### src/rtl/hpq_pkg.sv
package hpq_pkg;

    localparam int LPAGE_W      = 10;
    localparam int NODE_W       = 2;
    localparam int CPU_W        = 3;
    localparam int STRIPE_PAGES = 1 << LPAGE_W;
    // one spare bit so that no real global page can equal the empty marker
    localparam int PAGE_W       = LPAGE_W + NODE_W + 1;

    typedef logic [PAGE_W-1:0] page_t;
    typedef logic [CPU_W-1:0]  cpu_t;
    typedef logic [NODE_W-1:0] node_t;

    localparam page_t EMPTY_PAGE = '1;

    typedef struct packed {
        logic  valid;
        page_t page;
        cpu_t  target;
    } hp_evt_t;

    function automatic page_t make_global(input logic [LPAGE_W-1:0] lpage, input node_t home);
        return page_t'(home) * page_t'(STRIPE_PAGES) + page_t'(lpage);
    endfunction

endpackage

### src/rtl/hpq_route.sv
module hpq_route
    import hpq_pkg::*;
#(
    parameter int NODE_ID       = 1,
    parameter int CPUS_PER_NODE = 2
) (
    input  logic               ev_valid,
    input  logic               ev_to_req,
    input  logic [LPAGE_W-1:0] ev_lpage,
    input  node_t              ev_home,
    input  node_t              ev_req_node,
    input  cpu_t               ev_req_cpu,
    output hp_evt_t            evt
);
    localparam node_t MY_NODE   = node_t'(NODE_ID);
    localparam cpu_t  FIRST_CPU = cpu_t'(NODE_ID * CPUS_PER_NODE);

    always_comb begin
        evt = '0;
        if (ev_to_req) begin
            evt.valid  = ev_valid && (ev_req_node == MY_NODE);
            evt.page   = make_global(ev_lpage, ev_home);
            evt.target = ev_req_cpu;
        end else begin
            evt.valid  = ev_valid && (ev_home == MY_NODE);
            evt.page   = page_t'(ev_lpage);
            evt.target = FIRST_CPU;
        end
    end
endmodule

### src/rtl/hpq_slots.sv
module hpq_slots
    import hpq_pkg::*;
#(
    parameter int NUM_SLOTS = 8,
    localparam int CNT_W    = $clog2(NUM_SLOTS + 1)
) (
    input  logic             clk,
    input  logic             rst,
    input  hp_evt_t          evt,
    input  logic             pop_req,
    output logic             ins_stored,
    output logic             ins_lost,
    output logic [CNT_W-1:0] cnt_after_ins,
    output logic [CNT_W-1:0] cnt_after_pop,
    output logic             pop_valid,
    output page_t            pop_page,
    output logic [CNT_W-1:0] pend_count
);
    page_t            slots   [NUM_SLOTS];
    page_t            slots_a [NUM_SLOTS];
    page_t            slots_b [NUM_SLOTS];
    logic             found;
    logic             pop_hit;
    page_t            pop_val;

    // insertion stage: first slot that is empty or equal wins
    always_comb begin
        slots_a       = slots;
        cnt_after_ins = pend_count;
        found         = 1'b0;
        ins_stored    = 1'b0;
        ins_lost      = 1'b0;
        if (evt.valid) begin
            for (int i = 0; i < NUM_SLOTS; i++) begin
                if (!found && (slots[i] == EMPTY_PAGE || slots[i] == evt.page)) begin
                    found = 1'b1;
                    if (slots[i] == EMPTY_PAGE) begin
                        slots_a[i] = evt.page;
                        ins_stored = 1'b1;
                    end
                end
            end
            ins_lost = !found;
            if (ins_stored)
                cnt_after_ins = pend_count + CNT_W'(1);
        end
    end

    // pop stage works on the post-insert view
    always_comb begin
        slots_b       = slots_a;
        cnt_after_pop = cnt_after_ins;
        pop_hit       = 1'b0;
        pop_val       = '0;
        if (pop_req) begin
            for (int i = 0; i < NUM_SLOTS; i++) begin
                if (!pop_hit && slots_a[i] != EMPTY_PAGE) begin
                    pop_hit    = 1'b1;
                    pop_val    = slots_a[i];
                    slots_b[i] = EMPTY_PAGE;
                end
            end
            if (pop_hit)
                cnt_after_pop = cnt_after_ins - CNT_W'(1);
        end
    end

    always_ff @(posedge clk) begin
        if (rst) begin
            for (int i = 0; i < NUM_SLOTS; i++) slots[i] <= EMPTY_PAGE;
            pend_count <= '0;
            pop_valid  <= 1'b0;
            pop_page   <= '0;
        end else begin
            slots      <= slots_b;
            pend_count <= cnt_after_pop;
            pop_valid  <= pop_req;
            pop_page   <= pop_val;
        end
    end
endmodule

### src/rtl/hpq_irq.sv
module hpq_irq
    import hpq_pkg::*;
#(
    parameter int NUM_SLOTS  = 8,
    parameter int IRQ_THRESH = 4,
    localparam int CNT_W     = $clog2(NUM_SLOTS + 1)
) (
    input  logic             clk,
    input  logic             rst,
    input  logic             ins_stored,
    input  logic             ins_lost,
    input  cpu_t             target,
    input  logic [CNT_W-1:0] cnt_after_ins,
    input  logic             pop_req,
    input  logic [CNT_W-1:0] cnt_after_pop,
    output logic             irq,
    output cpu_t             irq_cpu,
    output logic             ovf
);
    localparam logic [CNT_W-1:0] THRESH = CNT_W'(IRQ_THRESH);

    logic fire;
    assign fire = ins_stored && (cnt_after_ins >= THRESH);

    always_ff @(posedge clk) begin
        if (rst) begin
            irq     <= 1'b0;
            irq_cpu <= '0;
            ovf     <= 1'b0;
        end else begin
            ovf <= ins_lost;
            if (fire)
                irq_cpu <= target;
            if (pop_req && cnt_after_pop == '0)
                irq <= 1'b0;
            else if (fire)
                irq <= 1'b1;
        end
    end
endmodule

### src/rtl/hpq_queue.sv
module hpq_queue
    import hpq_pkg::*;
#(
    parameter int NUM_SLOTS     = 8,
    parameter int IRQ_THRESH    = 4,
    parameter int NODE_ID       = 1,
    parameter int CPUS_PER_NODE = 2,
    localparam int CNT_W        = $clog2(NUM_SLOTS + 1)
) (
    input  logic               clk,
    input  logic               rst,
    input  logic               ev_valid,
    input  logic               ev_to_req,
    input  logic [LPAGE_W-1:0] ev_lpage,
    input  logic [NODE_W-1:0]  ev_home,
    input  logic [NODE_W-1:0]  ev_req_node,
    input  logic [CPU_W-1:0]   ev_req_cpu,
    input  logic               pop_req,
    output logic               pop_valid,
    output logic [PAGE_W-1:0]  pop_page,
    output logic [CNT_W-1:0]   pend_count,
    output logic               irq,
    output logic [CPU_W-1:0]   irq_cpu,
    output logic               ovf
);
    hp_evt_t          evt;
    logic             ins_stored;
    logic             ins_lost;
    logic [CNT_W-1:0] cnt_after_ins;
    logic [CNT_W-1:0] cnt_after_pop;

    hpq_route #(.NODE_ID(NODE_ID), .CPUS_PER_NODE(CPUS_PER_NODE)) u_route (
        .ev_valid    (ev_valid),
        .ev_to_req   (ev_to_req),
        .ev_lpage    (ev_lpage),
        .ev_home     (ev_home),
        .ev_req_node (ev_req_node),
        .ev_req_cpu  (ev_req_cpu),
        .evt         (evt)
    );

    hpq_slots #(.NUM_SLOTS(NUM_SLOTS)) u_slots (
        .clk           (clk),
        .rst           (rst),
        .evt           (evt),
        .pop_req       (pop_req),
        .ins_stored    (ins_stored),
        .ins_lost      (ins_lost),
        .cnt_after_ins (cnt_after_ins),
        .cnt_after_pop (cnt_after_pop),
        .pop_valid     (pop_valid),
        .pop_page      (pop_page),
        .pend_count    (pend_count)
    );

    hpq_irq #(.NUM_SLOTS(NUM_SLOTS), .IRQ_THRESH(IRQ_THRESH)) u_irq (
        .clk           (clk),
        .rst           (rst),
        .ins_stored    (ins_stored),
        .ins_lost      (ins_lost),
        .target        (evt.target),
        .cnt_after_ins (cnt_after_ins),
        .pop_req       (pop_req),
        .cnt_after_pop (cnt_after_pop),
        .irq           (irq),
        .irq_cpu       (irq_cpu),
        .ovf           (ovf)
    );
endmodule

### config.mk
export PLATFORM = sky130hd
export DESIGN_NAME = hpq_queue
export DESIGN_NICKNAME = d
export VERILOG_FILES = /design/src/rtl/hpq_pkg.sv /design/src/rtl/hpq_route.sv /design/src/rtl/hpq_slots.sv /design/src/rtl/hpq_irq.sv /design/src/rtl/hpq_queue.sv
export SDC_FILE = /design/constraint.sdc
export NUM_CORES = 1
export LEC_CHECK = 0
export CORE_MARGIN = 3
export CORE_UTILIZATION = 45
export DETAILED_ROUTE_END_ITERATION = 10
export PLACE_DENSITY = 0.66
export SLEW_MARGIN = 20
export SYNTH_ARGS = -nofsm -noshare
export SYNTH_HDL_FRONTEND = slang
export SYNTH_SLANG_ARGS = --single-unit
export TNS_END_PERCENT = 30
### constraint.sdc
create_clock -name clk -period 4.2 [get_ports clk]
set_input_delay 0.84 -clock clk [delete_from_list [all_inputs] [get_ports clk]]
set_output_delay 0.84 -clock clk [all_outputs]
set_load 0.1 [all_outputs]
==> metrics.yaml, run 1 <==
clock_network:
  clockBufferDepth: 2
  cts_tree: "built"
  clkTransAtPathRegs_ps: 60
  cts.hold.buffers_added: 0
  cts_max_level: 4
  cts_root_buffer: "clkbuf_16"
  cts_sinks: 127
  numCtsBuffers: 17
  clk_latency_ps: 420
flow_run:
  maxCapViolCount: 0
logic_synthesis:
  synth_edf_count: 0
  yosysTopAreaCellShare_pct: 36.3
  syn-cell-area_sq_um: 7000
  synthAdderAreaFrac_pct: 0.536
  yosys.area_share.simple_pct: 22.9
  synthFlopType: "dfxtp_1"
  synth_nets: 913
  netlist_instances: 888
  synthMuxAreaShare_pct: 3.32
  synth_top_family_by_area: "simple AND/OR/NAND/NOR gates"
  synth_area_leaders: "dfxtp_1 (36%), o21ai_0 (7.0%), nand2_1 (6.3%)"
  yosysSeqAreaShare_pct: 36.3
  async_flop_share_pct: 0
  synth_cell_types: 61
  postSynthAreaPerCell_sq_um: 7.88
  synth-compound-area-share_pct: 20.2
  yosysTopAreaCell: "dfxtp_1"
  synth_xor_area_share_pct: 11.6
  yosysMostFrequentCell: "dfxtp_1"
  yosys-top-cells-count: "dfxtp_1 (127), nand2_1 (118), o21ai_0 (98)"
  ys_ff_latch: 127
  ys_warn_count: 0
power:
  power_leakage_nw: 3.83
  switchingPower_mw: 1.71
  p_clk_share_pct: 33.6
  switching_share_pct: 37.6
  p_seq_share_pct: 29.6
  peakVddDrop_v: 0.000316
  p_per_area_nw_per_um2: 509
  pwr-share-comb_pct: 36.9
  intPower_mw: 2.84
grt:
  grt_pass1_wl_mm: 36.5
  grt_max_degree: 20
  grtUsageTotal_pct: 27.8
  overflow: 0
  antenna_found_initial: 0
  grt_pass1_vias: 6651
timing:
  fin_worst_hold_slack_ps: 474
  min_period_ps: 4040
  slew_headroom_pct: 33.7
  drv_slew: 0
  fmaxAchievable_mhz: 248
  fin_skew_ps: 7.54
  setup-tns-final_ps: 0
  worst_pin_slew_ps: 991
  final.period_utilization_pct: 96.2
  rsz0062_at_grt: "no"
  finalSetupViolCount: 0
  timing.final.hold_violations: 0
final_layout:
  nNetsFinal: 1012
  utilization_pct: 60.1
  fillers: 1333
  drive_gt1_share_pct: 15.8
  area_delta_synth_final_pct: 27.7
  n_antenna_cell: 0
  fin_cells: 1184
critical_path:
  setup.worst_path.start_class: "input port"
  critPathBufInv: 2
  required_ps: 4510
  cp-end-kind: "register"
  cpLargestDelayFamily: "simple AND/OR/NAND/NOR gates"
  cp_slowest_cell: "or4_4"
  cp_cell_sequence: "clkdlybuf4s50_1, xor2_1, or4_1, or4_4, nor3_4, o311ai_4, buf_4, a2bb2oi_4, mux2i_2, ha_2, xnor2_1, nand4b_1, a21oi_1, and3_1, nor4_1"
  cpPeakStageDelay_ps: 580
  crit_type: "input port to register"
  critPathMaxFanout: 3
  critPathArrivalTime_ps: 4350
die:
  io_pins: 45
  die_area_sq_um: 17100
  die_height_microns: 131
  rows: 44
  fp.dieW_microns: 131
  start_util_pct: 47.1
  core_area_sq_um: 14900
status:
  status: "completed"
hold_path:
  hp-class: "register to register"
route:
  viasPerCell: 6.11
  vias: 7230
  drc: 0
  firstDrtPassIters: 7
  drt_iter0_markers: 841
  drt-wirelength-per-cell_microns: 19.9
  routed_wl_mm: 23.6
  ant_nets: 0
place:
  place_congestion: 0.956
  placed_cells: 1150
  io_buffers: 44
  hpwlAfterDp_mm: 17.4
## timing repair
action	CTS	global route
setup buffers	0	2
setup endpoints to repair	0	2
endpoints found under the hold margin	0	0
gates resized for setup	0	24
## registers in the layout, indices dropped and copies added, names as in the netlist
register	cells
u_slots.slots	104
u_slots.pop_page	13
u_slots.pend_count	4
u_irq.irq_cpu	3
u_irq.irq	1
u_irq.ovf	1
u_slots.pop_valid	1
## cells by family (layout without fill, tap and decap cells)
family,count (synthesis),count (layout)
buf+inv,90,202
simple gates,326,326
flops,127,127
xor+xnor,93,93
fa+ha+maj,3,3
compound gates,226,226
mux,23,23
## per-stage QoR
stage / instance area (sq um) / worst slack, ps / power, mW
after floorplan: 7000 / 64.7 / 2.42
after global placement: 8170 / -361 / 2.97
after detailed placement: 8170 / -425 / 2.97
after CTS: 8780 / 9.47 / 4.49
after global routing: 8940 / 13.8 / 4.72
final: 8940 / 161 / 4.55
## worst register-to-register path: stages, from the launching register on
cell and delay, ps:
dfxtp_1 460, xor2_1 100, or4_1 530, or4_4 580, nor3_4 230, o311ai_4 120
buf_4 170, a2bb2oi_4 170, mux2i_2 290, ha_2 270, xnor2_1 120, nand4b_1 110
a21oi_1 140, and3_1 170, nor4_1 40
## cells in the final DEF (no fill, tap or decap), types with 6 or more instances in the layout
master	instances
or4_1	11
nand3_1	48
a21oi_1	35
a22o_1	6
buf_4	95
nand2_1	118
nor2_1	40
nor4_1	25
nor2b_1	7
nor3_1	15
o21a_1	15
clkbuf_16	17
a21o_1	9
nand4_1	29
a211oi_1	11
xnor2_1	41
dfxtp_1	127
mux2i_1	20
and3_1	6
inv_1	28
clkdlybuf4s50_1	41
xor2_1	50
o21ai_0	98
## path summary, 6_finish.rpt
path                                        start               end  slack [ps]  cells past startpoint
worst min-delay path             u_irq.irq_cpu[2]  u_irq.irq_cpu[2]         470                      2
worst max register to register  u_slots.slots[22]         u_irq.irq         600                     14
worst min register to register   u_irq.irq_cpu[2]  u_irq.irq_cpu[2]         470                      2
worst max-delay path                  ev_lpage[2]         u_irq.irq         160                     15
## routing by layer
layer | global-route usage, % | vias up | routed length (microns)
li1 | - | 3384 | -
met1 | 41.2 | 3393 | 10600
met2 | 39.5 | 393 | 10100
met3 | 5.77 | 60 | 2230
met4 | 10.9 | 0 | 675
met5 | 0 | - | 0
## power by group through the flow
stage | Sequential (mW) | Clock, mW | Combinational, mW
floorplan | 1.68 | 0 | 0.746
global placement | 1.37 | 0 | 1.60
detailed placement | 1.37 | 0 | 1.60
finish | 1.35 | 1.53 | 1.68
CTS | 1.34 | 1.54 | 1.61
global route | 1.35 | 1.59 | 1.78
## cell type report
class / instances / area [sq um] / area share (%)
well taps: 184 / 230 / 2.58
multi-input cells: 671 / 4240 / 47.5
repair buffers: 142 / 1210 / 13.6
flip-flops and latches: 127 / 2540 / 28.4
inverters: 28 / 105 / 1.18
clock buffers: 20 / 447 / 5.00
clock inverters: 12 / 159 / 1.78
(Power assumes the default switching activity.)
==> run 2: changes to the inputs <==
--- a/config.mk
+++ b/config.mk
@@ -5,10 +5,10 @@
 export SDC_FILE = /design/constraint.sdc
 export NUM_CORES = 1
 export LEC_CHECK = 0
-export CORE_MARGIN = 3
+export CORE_MARGIN = 10
 export CORE_UTILIZATION = 45
 export DETAILED_ROUTE_END_ITERATION = 10
-export PLACE_DENSITY = 0.66
+export DONT_BUFFER_PORTS = 1
 export SLEW_MARGIN = 20
 export SYNTH_ARGS = -nofsm -noshare
 export SYNTH_HDL_FRONTEND = slang
==> metrics.yaml, run 2 (synthesis gave the netlist of run 1 again) <==
status:
  status: "completed"
critical_path:
  crit_type: "register to register"
  critPathMaxFanout: 13  # +10
  cpPeakStageDelay_ps: 790  # +210 ps
  cp_cell_sequence: "nand4_1, or4_1, o211a_1, and2_1, a31oi_1, a2bb2oi_1, mux2i_1, ha_1, xnor2_1, nand4b_1, a21oi_1, and3_1, nor4_1"
  cp-end-kind: "register"
  critPathArrivalTime_ps: 4020  # -330 ps
  required_ps: 4510  # about the same
  cp_slowest_cell: "or4_1"
  critPathBufInv: 0  # -2
  cpLargestDelayFamily: "simple AND/OR/NAND/NOR gates"
  setup.worst_path.start_class: "register"
grt:
  grtUsageTotal_pct: 23.7  # -4.2 points
  grt_pass1_wl_mm: 37.9  # +3.9%
  grt_pass1_vias: 6471  # -2.7%
  grt_max_degree: 26  # +30%
  antenna_found_initial: 0  # unchanged
  overflow: 0  # unchanged
timing:
  min_period_ps: 3710  # -332 ps
  slew_headroom_pct: 25.8  # -7.9 points
  worst_pin_slew_ps: 1110  # +118 ps
  fin_worst_hold_slack_ps: 476  # +1.73 ps
  fmaxAchievable_mhz: 270  # +9.0%
  drv_slew: 0  # unchanged
  finalSetupViolCount: 0  # unchanged
  rsz0062_at_grt: "no"
  setup-tns-final_ps: 0  # unchanged
  timing.final.hold_violations: 0  # unchanged
  final.period_utilization_pct: 88.3  # -7.9 points
  fin_skew_ps: 7.85  # +0.311 ps
clock_network:
  clkTransAtPathRegs_ps: 60  # about the same
  numCtsBuffers: 17  # unchanged
  cts_root_buffer: "clkbuf_16"
  clk_latency_ps: 430  # about the same
  cts_tree: "built"
  cts_sinks: 127  # unchanged
  clockBufferDepth: 2  # unchanged
  post-cts-setup-buffers: 0  # unchanged
  cts_resized: 0  # unchanged
  cts_max_level: 4  # unchanged
  cts.hold.buffers_added: 0  # unchanged
final_layout:
  fin_cells: 1078  # -9.0%
  n_antenna_cell: 0  # unchanged
  drive_gt1_share_pct: 8.20  # -7.6 points
  final_cell_mix: "dfxtp_1 (127), nand2_1 (118), o21ai_0 (98), xor2_1 (50), nand3_1 (48)"
  top_register: "u_slots.slots"
  largest_reg_flops: 104  # unchanged
  largest_registers: "u_slots.slots (104), u_slots.pop_page (13), u_slots.pend_count (4)"
  area_delta_synth_final_pct: 11.6
  layout_commonest_cell: "dfxtp_1"
  nNetsFinal: 903  # -11%
die:
  rows: 45  # +2.3%
  die_height_microns: 145  # +11%
  start_util_pct: 46.0  # -1.0 points
  core_area_sq_um: 15200  # +2.3%
  die_area_sq_um: 20900  # +23%
  fp.dieW_microns: 145  # +11%
  io_pins: 45  # unchanged
place:
  io_buffers: 0  # -100%
  placed_cells: 1047  # -9.0%
  place_congestion: 0.950  # -0.63%
  hpwlAfterDp_mm: 17.6  # +1.4%
flow_run:
  maxCapViolCount: 0  # unchanged
power:
  peakVddDrop_v: 0.000392  # +24%
  p_per_area_nw_per_um2: 538  # +5.7%
  power_leakage_nw: 3.26  # -15%
route:
  ant_nets: 0  # unchanged
  viasPerCell: 6.41  # +5.0%
  routed_wl_mm: 24.6  # +4.5%
  drc: 0  # unchanged
  vias: 6912  # -4.4%
  drt_iter0_markers: 1014  # +21%
  firstDrtPassIters: 6  # -1
  drt-wirelength-per-cell_microns: 22.9  # +15%
hold_path:
  hp-class: "input port to register"
[run 2: cell count changes in the layout (fill, tap and decap cells not counted), moves of 2 or more]
cell / previous run / this run
a21oi_1: 35 / 37
a21oi_2: 2 / 0
buf_12: 2 / 0
buf_4: 95 / 33
clkdlybuf4s50_1: 41 / 0
clkinv_4: 3 / 1
clkinvlp_4: 2 / 4
dlymetal6s2s_1: 3 / 0
inv_6: 2 / 0
nor3_1: 15 / 17
or4_1: 11 / 13
or4_4: 3 / 1
xnor2_1: 41 / 43
xnor2_2: 2 / 0
[run 2: path summary, 6_finish.rpt]
path,from,end,slack [ps],depth (start not counted)
worst max-delay path,u_slots.slots[93],u_irq.irq,490,13
worst min-delay path,rst,u_irq.irq_cpu[2],480,1
worst max register to register,u_slots.slots[93],u_irq.irq,490,13
worst min register to register,u_slots.slots[12],u_slots.slots[12],500,2
[run 2: layer usage]
layer / track usage (%) / wire length (microns) / vias up / share of wire, %
met1: 31.9 / 10800 / 3325 / 44
met4: 7.71 / 442 / 0 / 1.8
li1: - / - / 3157 / -
met3: 7.50 / 2830 / 37 / 11
met5: 0 / 0 / - / 0
met2: 35.0 / 10600 / 393 / 43
[run 2: layout make-up]
cell class                      instances  area [sq um]
Timing Repair Buffer                   33           248
Clock inverter                         10           114
Multi-Input combinational cell        671          4110
Clock buffer                           21           460
Tap cell                              188           235
Fill cell                            1467          7390
Inverter                               28           105
Sequential cell                       127          2540
[run 2: worst reg2reg max path, stage by stage (launching register included)]
cell       delay, ps
dfxtp_1          400
nand4_1          120
or4_1            790
o211a_1          260
and2_1           160
a31oi_1          280
a2bb2oi_1        320
mux2i_1          360
ha_1             280
xnor2_1          140
nand4b_1         120
a21oi_1          150
and3_1           160
nor4_1            50
[run 2: power breakdown]
group | switching (mW) | internal (mW)
logic | 0.738 | 0.425
clock network | 0.555 | 0.897
registers | 0.317 | 1.27
total | 1.61 | 2.59
[run 2: stage by stage]
step / worst slack (ps) / power (mW) / instance area, sq um / utilization [%]
6_report: 493 / 4.20 / 7810 / 51.4
5_1_grt: 230 / 4.34 / 7810 / 51.4
4_1_cts: 550 / 4.19 / 7810 / 51.4
3_5_place_dp: 171 / 2.74 / 7240 / 47.6
3_3_place_gp: 235 / 2.74 / 7240 / 47.6
2_1_floorplan: 64.7 / 2.42 / 7000 / -
